`src/rtl/sbu_pkg.sv`:
```
package sbu_pkg;
  typedef enum logic [1:0] {
    SBU_LOGIC   = 2'b00,
    SBU_ARITH   = 2'b01,
    SBU_ROT     = 2'b10,
    SBU_ROT_ALT = 2'b11
  } sbu_kind_e;
endpackage

```
`src/rtl/sbu_rst_sync.sv`:
```
module sbu_rst_sync #(
  parameter int STAGES = 2
) (
  input  logic clk,
  input  logic rst_ni,
  output logic rst_no
);
  logic [STAGES-1:0] chain_q;

  generate
    if (STAGES == 1) begin : g_single
      always_ff @(posedge clk or negedge rst_ni) begin
        if (!rst_ni) chain_q <= '0;
        else         chain_q <= 1'b1;
      end
    end else begin : g_multi
      always_ff @(posedge clk or negedge rst_ni) begin
        if (!rst_ni) chain_q <= '0;
        else         chain_q <= {chain_q[STAGES-2:0], 1'b1};
      end
    end
  endgenerate

  assign rst_no = chain_q[STAGES-1];
endmodule

```
`src/rtl/sbu_amount_decode.sv`:
```
module sbu_amount_decode #(
  parameter int FIELD_W = 3,
  parameter int AMT_W   = 3
) (
  input  logic [FIELD_W-1:0] field_i,
  output logic               right_o,
  output logic [AMT_W-1:0]   amt_o
);
  // Top bit picks direction; remaining bits hold distance minus one.
  assign right_o = field_i[FIELD_W-1];
  assign amt_o   = AMT_W'(field_i[FIELD_W-2:0]) + AMT_W'(1);
endmodule

```
`src/rtl/sbu_shift_core.sv`:
```
module sbu_shift_core
  import sbu_pkg::*;
#(
  parameter int DATA_W = 16,
  parameter int BUF_W  = 4,
  parameter int AMT_W  = 3
) (
  input  logic [DATA_W-1:0] op_i,
  input  logic [BUF_W-1:0]  sb_i,
  input  sbu_kind_e         kind_i,
  input  logic              right_i,
  input  logic [AMT_W-1:0]  amt_i,
  output logic [DATA_W-1:0] res_o,
  output logic [BUF_W-1:0]  sb_o
);
  localparam int WIDE_W = DATA_W + 3*BUF_W;

  logic              sign_fill;
  logic [WIDE_W-1:0] shr_src, shl_src, rot_src;
  logic [WIDE_W-1:0] shr_out, shl_out, ror_out, rol_out;

  always_comb begin
    sign_fill = (kind_i == SBU_ARITH) & op_i[DATA_W-1];
    shr_src   = {{(2*BUF_W){sign_fill}}, op_i, sb_i};
    shl_src   = WIDE_W'({sb_i, op_i});
    rot_src   = WIDE_W'({sb_i, op_i, sb_i});
    shr_out   = shr_src >> amt_i;
    shl_out   = shl_src << amt_i;
    ror_out   = rot_src >> amt_i;
    rol_out   = rot_src << amt_i;

    if (kind_i inside {SBU_ROT, SBU_ROT_ALT}) begin
      if (right_i) begin
        res_o = DATA_W'(ror_out >> BUF_W);
        sb_o  = BUF_W'(ror_out);
      end else begin
        res_o = DATA_W'(rol_out >> BUF_W);
        sb_o  = BUF_W'(rol_out >> (DATA_W + BUF_W));
      end
    end else if (right_i) begin
      res_o = DATA_W'(shr_out >> BUF_W);
      sb_o  = BUF_W'(shr_out);
    end else begin
      res_o = DATA_W'(shl_out);
      sb_o  = BUF_W'(shl_out >> DATA_W);
    end
  end
endmodule

```
`src/rtl/shift_buffer_unit.sv`:
```
module shift_buffer_unit
  import sbu_pkg::*;
#(
  parameter int DATA_W      = 16,
  parameter int BUF_W       = 4,
  parameter int SYNC_STAGES = 2
) (
  input  logic                   clk,
  input  logic                   rst_ni,
  input  logic                   start_i,
  input  logic [1:0]             kind_i,
  input  logic [$clog2(BUF_W):0] field_i,
  input  logic [DATA_W-1:0]      operand_i,
  input  logic                   irq_save_i,
  output logic [DATA_W-1:0]      result_o,
  output logic                   neg_o,
  output logic                   zero_o,
  output logic [BUF_W-1:0]       sb_o,
  output logic [BUF_W-1:0]       saved_sb_o,
  output logic                   valid_o
);
  localparam int LOG_BUF = $clog2(BUF_W);
  localparam int FIELD_W = LOG_BUF + 1;
  localparam int AMT_W   = LOG_BUF + 1;

  logic              rst_sync_n;
  logic              dir_right;
  logic [AMT_W-1:0]  amt;
  logic [DATA_W-1:0] core_res;
  logic [BUF_W-1:0]  core_sb;

  logic [DATA_W-1:0] res_q, res_d;
  logic              neg_q, neg_d, zero_q, zero_d, valid_q, valid_d;
  logic [BUF_W-1:0]  sb_q, sb_d, saved_q, saved_d;
  logic              upd_en, save_en;

  sbu_rst_sync #(.STAGES(SYNC_STAGES)) i_rst_sync (
    .clk    (clk),
    .rst_ni (rst_ni),
    .rst_no (rst_sync_n)
  );

  sbu_amount_decode #(.FIELD_W(FIELD_W), .AMT_W(AMT_W)) i_decode (
    .field_i (field_i),
    .right_o (dir_right),
    .amt_o   (amt)
  );

  sbu_shift_core #(.DATA_W(DATA_W), .BUF_W(BUF_W), .AMT_W(AMT_W)) i_core (
    .op_i    (operand_i),
    .sb_i    (sb_q),
    .kind_i  (sbu_kind_e'(kind_i)),
    .right_i (dir_right),
    .amt_i   (amt),
    .res_o   (core_res),
    .sb_o    (core_sb)
  );

  // Next-state
  always_comb begin
    upd_en  = start_i;
    save_en = irq_save_i;
    res_d   = core_res;
    sb_d    = core_sb;
    neg_d   = core_res[DATA_W-1];
    zero_d  = (core_res == '0);
    saved_d = sb_q;
    valid_d = start_i;
  end

  // Registers
  always_ff @(posedge clk or negedge rst_sync_n) begin
    if (!rst_sync_n) begin
      res_q   <= '0;
      neg_q   <= 1'b0;
      zero_q  <= 1'b0;
      sb_q    <= '0;
      saved_q <= '0;
      valid_q <= 1'b0;
    end else begin
      valid_q <= valid_d;
      if (upd_en) begin
        res_q  <= res_d;
        neg_q  <= neg_d;
        zero_q <= zero_d;
        sb_q   <= sb_d;
      end
      if (save_en) begin
        saved_q <= saved_d;
      end
    end
  end

  assign result_o   = res_q;
  assign neg_o      = neg_q;
  assign zero_o     = zero_q;
  assign sb_o       = sb_q;
  assign saved_sb_o = saved_q;
  assign valid_o    = valid_q;
endmodule

```
`config.mk`:
```
export PLATFORM = sky130hd
export DESIGN_NAME = shift_buffer_unit
export DESIGN_NICKNAME = d
export VERILOG_FILES = /design/src/rtl/sbu_pkg.sv /design/src/rtl/sbu_rst_sync.sv /design/src/rtl/sbu_amount_decode.sv /design/src/rtl/sbu_shift_core.sv /design/src/rtl/shift_buffer_unit.sv
export SDC_FILE = /design/constraint.sdc
export NUM_CORES = 1
export LEC_CHECK = 0
export BUFFER_PORTS_ARGS = -buffer_cell sky130_fd_sc_hd__buf_2
export CORE_MARGIN = 1
export CORE_UTILIZATION = 45
export DETAILED_ROUTE_END_ITERATION = 8
export PLACE_DENSITY = 0.72
export SLEW_MARGIN = 20
export SYNTH_ARGS = -nofsm -noshare
export SYNTH_HDL_FRONTEND = slang
export SYNTH_HIERARCHICAL = 1
export SYNTH_SLANG_ARGS = --single-unit
```
`constraint.sdc`:
```
create_clock -name clk -period 2.62 [get_ports clk]
set_input_delay 0.262 -clock clk [delete_from_list [all_inputs] [get_ports clk]]
set_output_delay 0.262 -clock clk [all_outputs]
set_load 0.02 [all_outputs]
```
# Yosys cells after proc, flatten, opt, wreduce, memory -nomap -nowiden
# Index checks and enable logic that the tools add are counted.
[totals] latchBits=0 rom_bits=0 inputBits=25 mem_bits_rw=0 ff_bits=29 memories=0
[op_classes] n_shift=4 n_lt_le_gt_ge=0 muxes=6 n_mul=0 bitwise_logic=1 n_div=0 eq_ne=3 add_sub_neg=1 n_reduce_logical=2
[ops] cell="$mux W16" n=3
[ops] cell="$shr A28 B3 Y20" n=1
[ops] cell="$shl A24 B3 Y24" n=1
[ops] cell="$shr A24 B3 Y20" n=1
[ops] cell="$shl A20 B3 Y20" n=1
[ops] cell="$logic_not A16 Y1" n=1
[ops] cell="$mux W4" n=3
[ops] cell="$eq A2 B2 Y1 const B" n=2
[ops] cell="$add A2 B1 Y3 const B" n=1
[ops] cell="$eq A2 B1 Y1 const B" n=1
[ops] cell="$reduce_bool A2 Y1" n=1
[ops] cell="$and A1 B1 Y1" n=1

# Longest topological paths before layout
[depth] depth_word=6 depth_mapped=12 mapped_depth_nobuf=9

# By module
# The synthesis kept the hierarchy.
[by_module_without_submodules] mod="sbu_shift_core" area_each_um2=1806.7 n_inst=1 cells_per_inst=242 seq_area_each_um2=0.0
[by_module_without_submodules] mod="shift_buffer_unit" area_each_um2=991.0 n_inst=1 cells_per_inst=61 seq_area_each_um2=650.6
[by_module_without_submodules] mod="sbu_rst_sync" area_each_um2=53.8 n_inst=1 cells_per_inst=3 seq_area_each_um2=50.0
[by_module_without_submodules] mod="sbu_amount_decode" area_each_um2=23.8 n_inst=1 cells_per_inst=3 seq_area_each_um2=0.0

# Worst setup path after synthesis
# Ideal clock, no wire load.
[synth_path] kind="input -> register" startpoint="input port field_i[0]" endpoint="register zero_q (netlist: zero_o)" arrival_time_ps=2131 cell_stages=9 setup_slack_ps=407 cell_sequence="ha_1 > buf_6 > buf_12 > mux4_2 > mux2_2 > o2bb2ai_1 > nor4_1 > nand4_1 > o22ai_1"
[synth_between] elab_chain_len=5
[synth_lines] element="start: declaration" line="shift_buffer_unit.sv:12" source="input logic [$clog2(BUF_W):0] field_i,"
[synth_lines] element="$add A2 B1 Y3 *" line="sbu_amount_decode.sv:11" source="assign amt_o = AMT_W'(field_i[FIELD_W-2:0]) + AMT_W'(1);"
[synth_lines] element="$shl A20 B3 Y20 (tied with other cells)" line="sbu_shift_core.sv:28" source="shl_out = shl_src << amt_i;"
[synth_lines] element="$mux W16 (on tied branches)" line="sbu_shift_core.sv:40, sbu_shift_core.sv:33"
[synth_lines] element="$mux W16 *" line="sbu_shift_core.sv:32" source="if (kind_i inside {SBU_ROT, SBU_ROT_ALT}) begin"
[synth_lines] element="net core_res[9]" line="shift_buffer_unit.sv:29" source="logic [DATA_W-1:0] core_res;"
[synth_lines] element="$logic_not A16 Y1 *" line="shift_buffer_unit.sv:66" source="zero_d = (core_res == '0);"
[synth_lines] element="end signal: assignment" line="shift_buffer_unit.sv:85" source="zero_q <= zero_d;"
[synth_lines] element="end: declaration" line="shift_buffer_unit.sv:33" source="logic neg_q, neg_d, zero_q, zero_d, valid_q, valid_d;"
# The timed path passes the listed nets; every way through them passes the cells marked *.
# A chain may end at the register's enable or synchronous reset.

# Final worst setup path
[layout_path] startpoint="input port field_i[0]" endpoint="register zero_q (netlist: zero_o)"
[layout_between] elab_chain_len=5
[layout_lines] element="$add A2 B1 Y3 *" line="sbu_amount_decode.sv:11"
[layout_lines] element="net amt[1]" line="shift_buffer_unit.sv:28" source="logic [AMT_W-1:0] amt;"
[layout_lines] element="$shl A20 B3 Y20 (tied with other cells)" line="sbu_shift_core.sv:28"
[layout_lines] element="$mux W16 (on tied branches)" line="sbu_shift_core.sv:40, sbu_shift_core.sv:33"
[layout_lines] element="$mux W16 *" line="sbu_shift_core.sv:32"
[layout_lines] element="net core_res[9]" line="shift_buffer_unit.sv:29"
[layout_lines] element="$logic_not A16 Y1 *" line="shift_buffer_unit.sv:66"
# Marked as above.

==> impl_results.md <==
* TritonRoute pass-1 iters at 5
* Synthesized flop and latch total at 28
* Seq/Total Area, Yosys at between 20% and 30%
* Die area at around 6700 sq um
* Antenna diode count at 0
* DRT iter0 DRCs at 358
* Area grow syn2layout at 12.1%
* Mapped Nets at 335
* Worst hold path class: flip-flop to asynchronous set/reset pin
* Register Area at around 700 sq um
* Crit-path max FO at 26
* Share of post-route cells with drive strength above 1 at a little over a third
* Setup Skew at roughly 7 ps
* Leakage Power at 1.39 nW
* Root Driver: clkbuf_8
* Max Slew Vio Count at 0
* Clock tree sinks at 28
* Port bufs at slightly above 50
* Drt via density at roughly 6.4
* Die X at 81.9 um
* Final Net Count at 374
* CP startpoint kind: input port
* Setup violators final at 0
* Synth async-reset ratio at 100%
* Min Tclk post-route at 2330 ps
* Setup TNS at 0 ps
* Vias in the first global route at approximately 2,400
* Post-Syn Area per Cell at 9.31 sq um
* Status: completed
* RSZ-0062 raised after global routing: no
* Worst-path clk slew at 90 ps
* Yosys warns at 6
* ANT nets after route at 0
* Fillers at about 570
* Final Hold Viols at 0
* CTS tree: built
* Post-synth EDFFs at 0
* Yosys top cell by area: dfrtp_1
* Synth area leaders: dfrtp_1, mux2_2, mux4_2
* H-tree depth at 1
* Max_cap viols at 0
* Initial antenna violation count at 0
* Placed Cells incl. Taps at 417
* DRT Wirelength at 7.85 mm
* Crit Path Class: input port to flip-flop
* Distinct cells, synth at 51
* Gpl congestion at around 0.95
* Num CTS Buffers at 3
* Cell Pwr Density at approximately 530 nW/um^2
* Largest net degree at the start of global routing at 29
* Arrival time worst endpoint at ~2500 ps
* Post-synthesis instance area at around 2900 sq um
* Vias at between 2,000 and 3,000
* Syn Inst Count at just over 300
* Routed len/inst at 18.6 um
* Starting Density at ~48%
* First-pass GRT wire length at 12.5 mm
* # rows at 28
* Fmax at 428 MHz
* Clock Tree Buf Depth at 2
* Crit path required time at approximately 2800 ps
* Most frequent cells in the layout: buf_2, mux2_2, dfrtp_1
* Area of the multi-input gates at roughly 1900 sq um
* Relative slew slack at roughly 63%
* Post-DP HPWL at ~6 mm
* Commonest non-fill, non-tap cell in the layout: buf_2
* Main synth FF type: dfrtp_1
* Total global routing overflow at 0
* Final Util at between 50 and 60%
* Actual slew at the worst max-slew pin at between 500 and 600 ps
* Synth top area share at between 20% and 30%
* Core Box Area at between 6000 and 7000 sq um
* I/O pin total at between 50 and 60
* Worst IR Drop VDD at 437 uV
* Clock Latency Late Sink at approximately 270 ps
* Final worst-path cycle share at 89.1%
* DRC Markers at 0
* Worst setup EP type: flip-flop
* Final cell count without fillers at 422
* Die H at ~80 um
* GRT Util Overall at about a quarter
==> through the flow <==
stage               cell area [sq um]  hold slack [ps]  setup WS [ps]  power [mW]
floorplan                        2880            -33.6            407        1.21
global placement                 3150             48.1          -41.7        1.45
detailed placement               3150             48.9          -55.4        1.45
CTS                              3210              287            231        1.72
global route                     3220              292            126        1.83
finish                           3220              256            286        1.72
==> critical path: stages <==
cell,delay (ps)
buf_2,130
ha_4,350
buf_12,190
mux2_2,360
nor2_1,140
a211oi_1,100
a311oi_1,300
o2bb2ai_1,170
nor4_1,290
nand4_1,120
o22ai_1,110
==> synthesized netlist by cell type, types with 2 or more instances <==
cell type  number
nand2_1        21
nand4_1         2
buf_4           7
o31a_1          2
nand3b_1        2
mux2_2         32
o311ai_0        2
inv_1           5
mux4_2         14
o21ai_1         2
a21o_1          2
and2_1          5
a31o_2          2
dfrtp_1        28
o22ai_1         4
nor2_1         20
o21ai_0        11
a21oi_1        15
nor4_1          4
a31oi_1         6
a211o_1         4
nor3_1          6
o211a_1         2
a211oi_1       16
o21a_1          2
buf_2          10
buf_6           3
a22o_1          2
nor2b_1         9
o211ai_1        5
clkbuf_1       12
nand3_1         7
mux2i_1        22
nand2b_1        6
==> power by group <==
| group | switching (mW) | total, mW | internal, mW |
|---|---|---|---|
| sequential | 0.0951 | 0.611 | 0.515 |
| combinational | 0.464 | 0.851 | 0.387 |
| clock | 0.127 | 0.262 | 0.134 |
| total | 0.687 | 1.72 | 1.04 |
==> path summary, 6_finish.rpt <==
path	to	depth (start not counted)	startpoint	slack (ps)
min reg2reg	result_o[10]	0	i_rst_sync/chain_q[1]	260
max reg2reg	zero_o	7	sb_o[0]	460
max in group asynchronous	sb_o[0]	0	i_rst_sync/chain_q[1]	2000
min	result_o[10]	0	i_rst_sync/chain_q[1]	260
max	zero_o	11	field_i[0]	290
min in group clk	saved_sb_o[2]	2	irq_save_i	290
==> layer usage <==
layer  global-route usage [%]  wire length, um  up-vias
li1                         -                -     1250
met1                     35.4             3350     1282
met2                     38.6             3760      146
met3                     4.22              615       16
met4                     4.04              124        0
met5                        0                0        -
==> repair_timing <==
item,4_1_cts,5_1_grt
setup endpoints to repair,0,1
hold buffers,1,0
buffers inserted,0,0
endpoints found under the hold margin,2,0
resized for setup,0,1
==> area by class of cell <==
type | count | share of cell area, %
clock buffers | 4 | 1.71
inverters | 5 | 0.582
multi-input cells | 241 | 60.4
flip-flops and latches | 28 | 21.8
well taps | 75 | 2.91
repair buffers | 69 | 12.6
==> flip-flops by register name (all words and copies together), names as in the netlist <==
signal and count:
i_rst_sync/chain_q 2, result_o 16, saved_sb_o 4, sb_o 4, valid_o 1, zero_o 1
==> cells by family after synthesis <==
family / share of synthesized area (%)
multiplexers: 31.7
adder cells (fa/ha/maj): 0.435
AND/OR/NAND/NOR: 14.8
flip-flops: 24.4
buffers and inverters: 8.31
AO/OA/AOI/OAI: 20.3
other: 0.130
(Power assumes the default switching activity.)
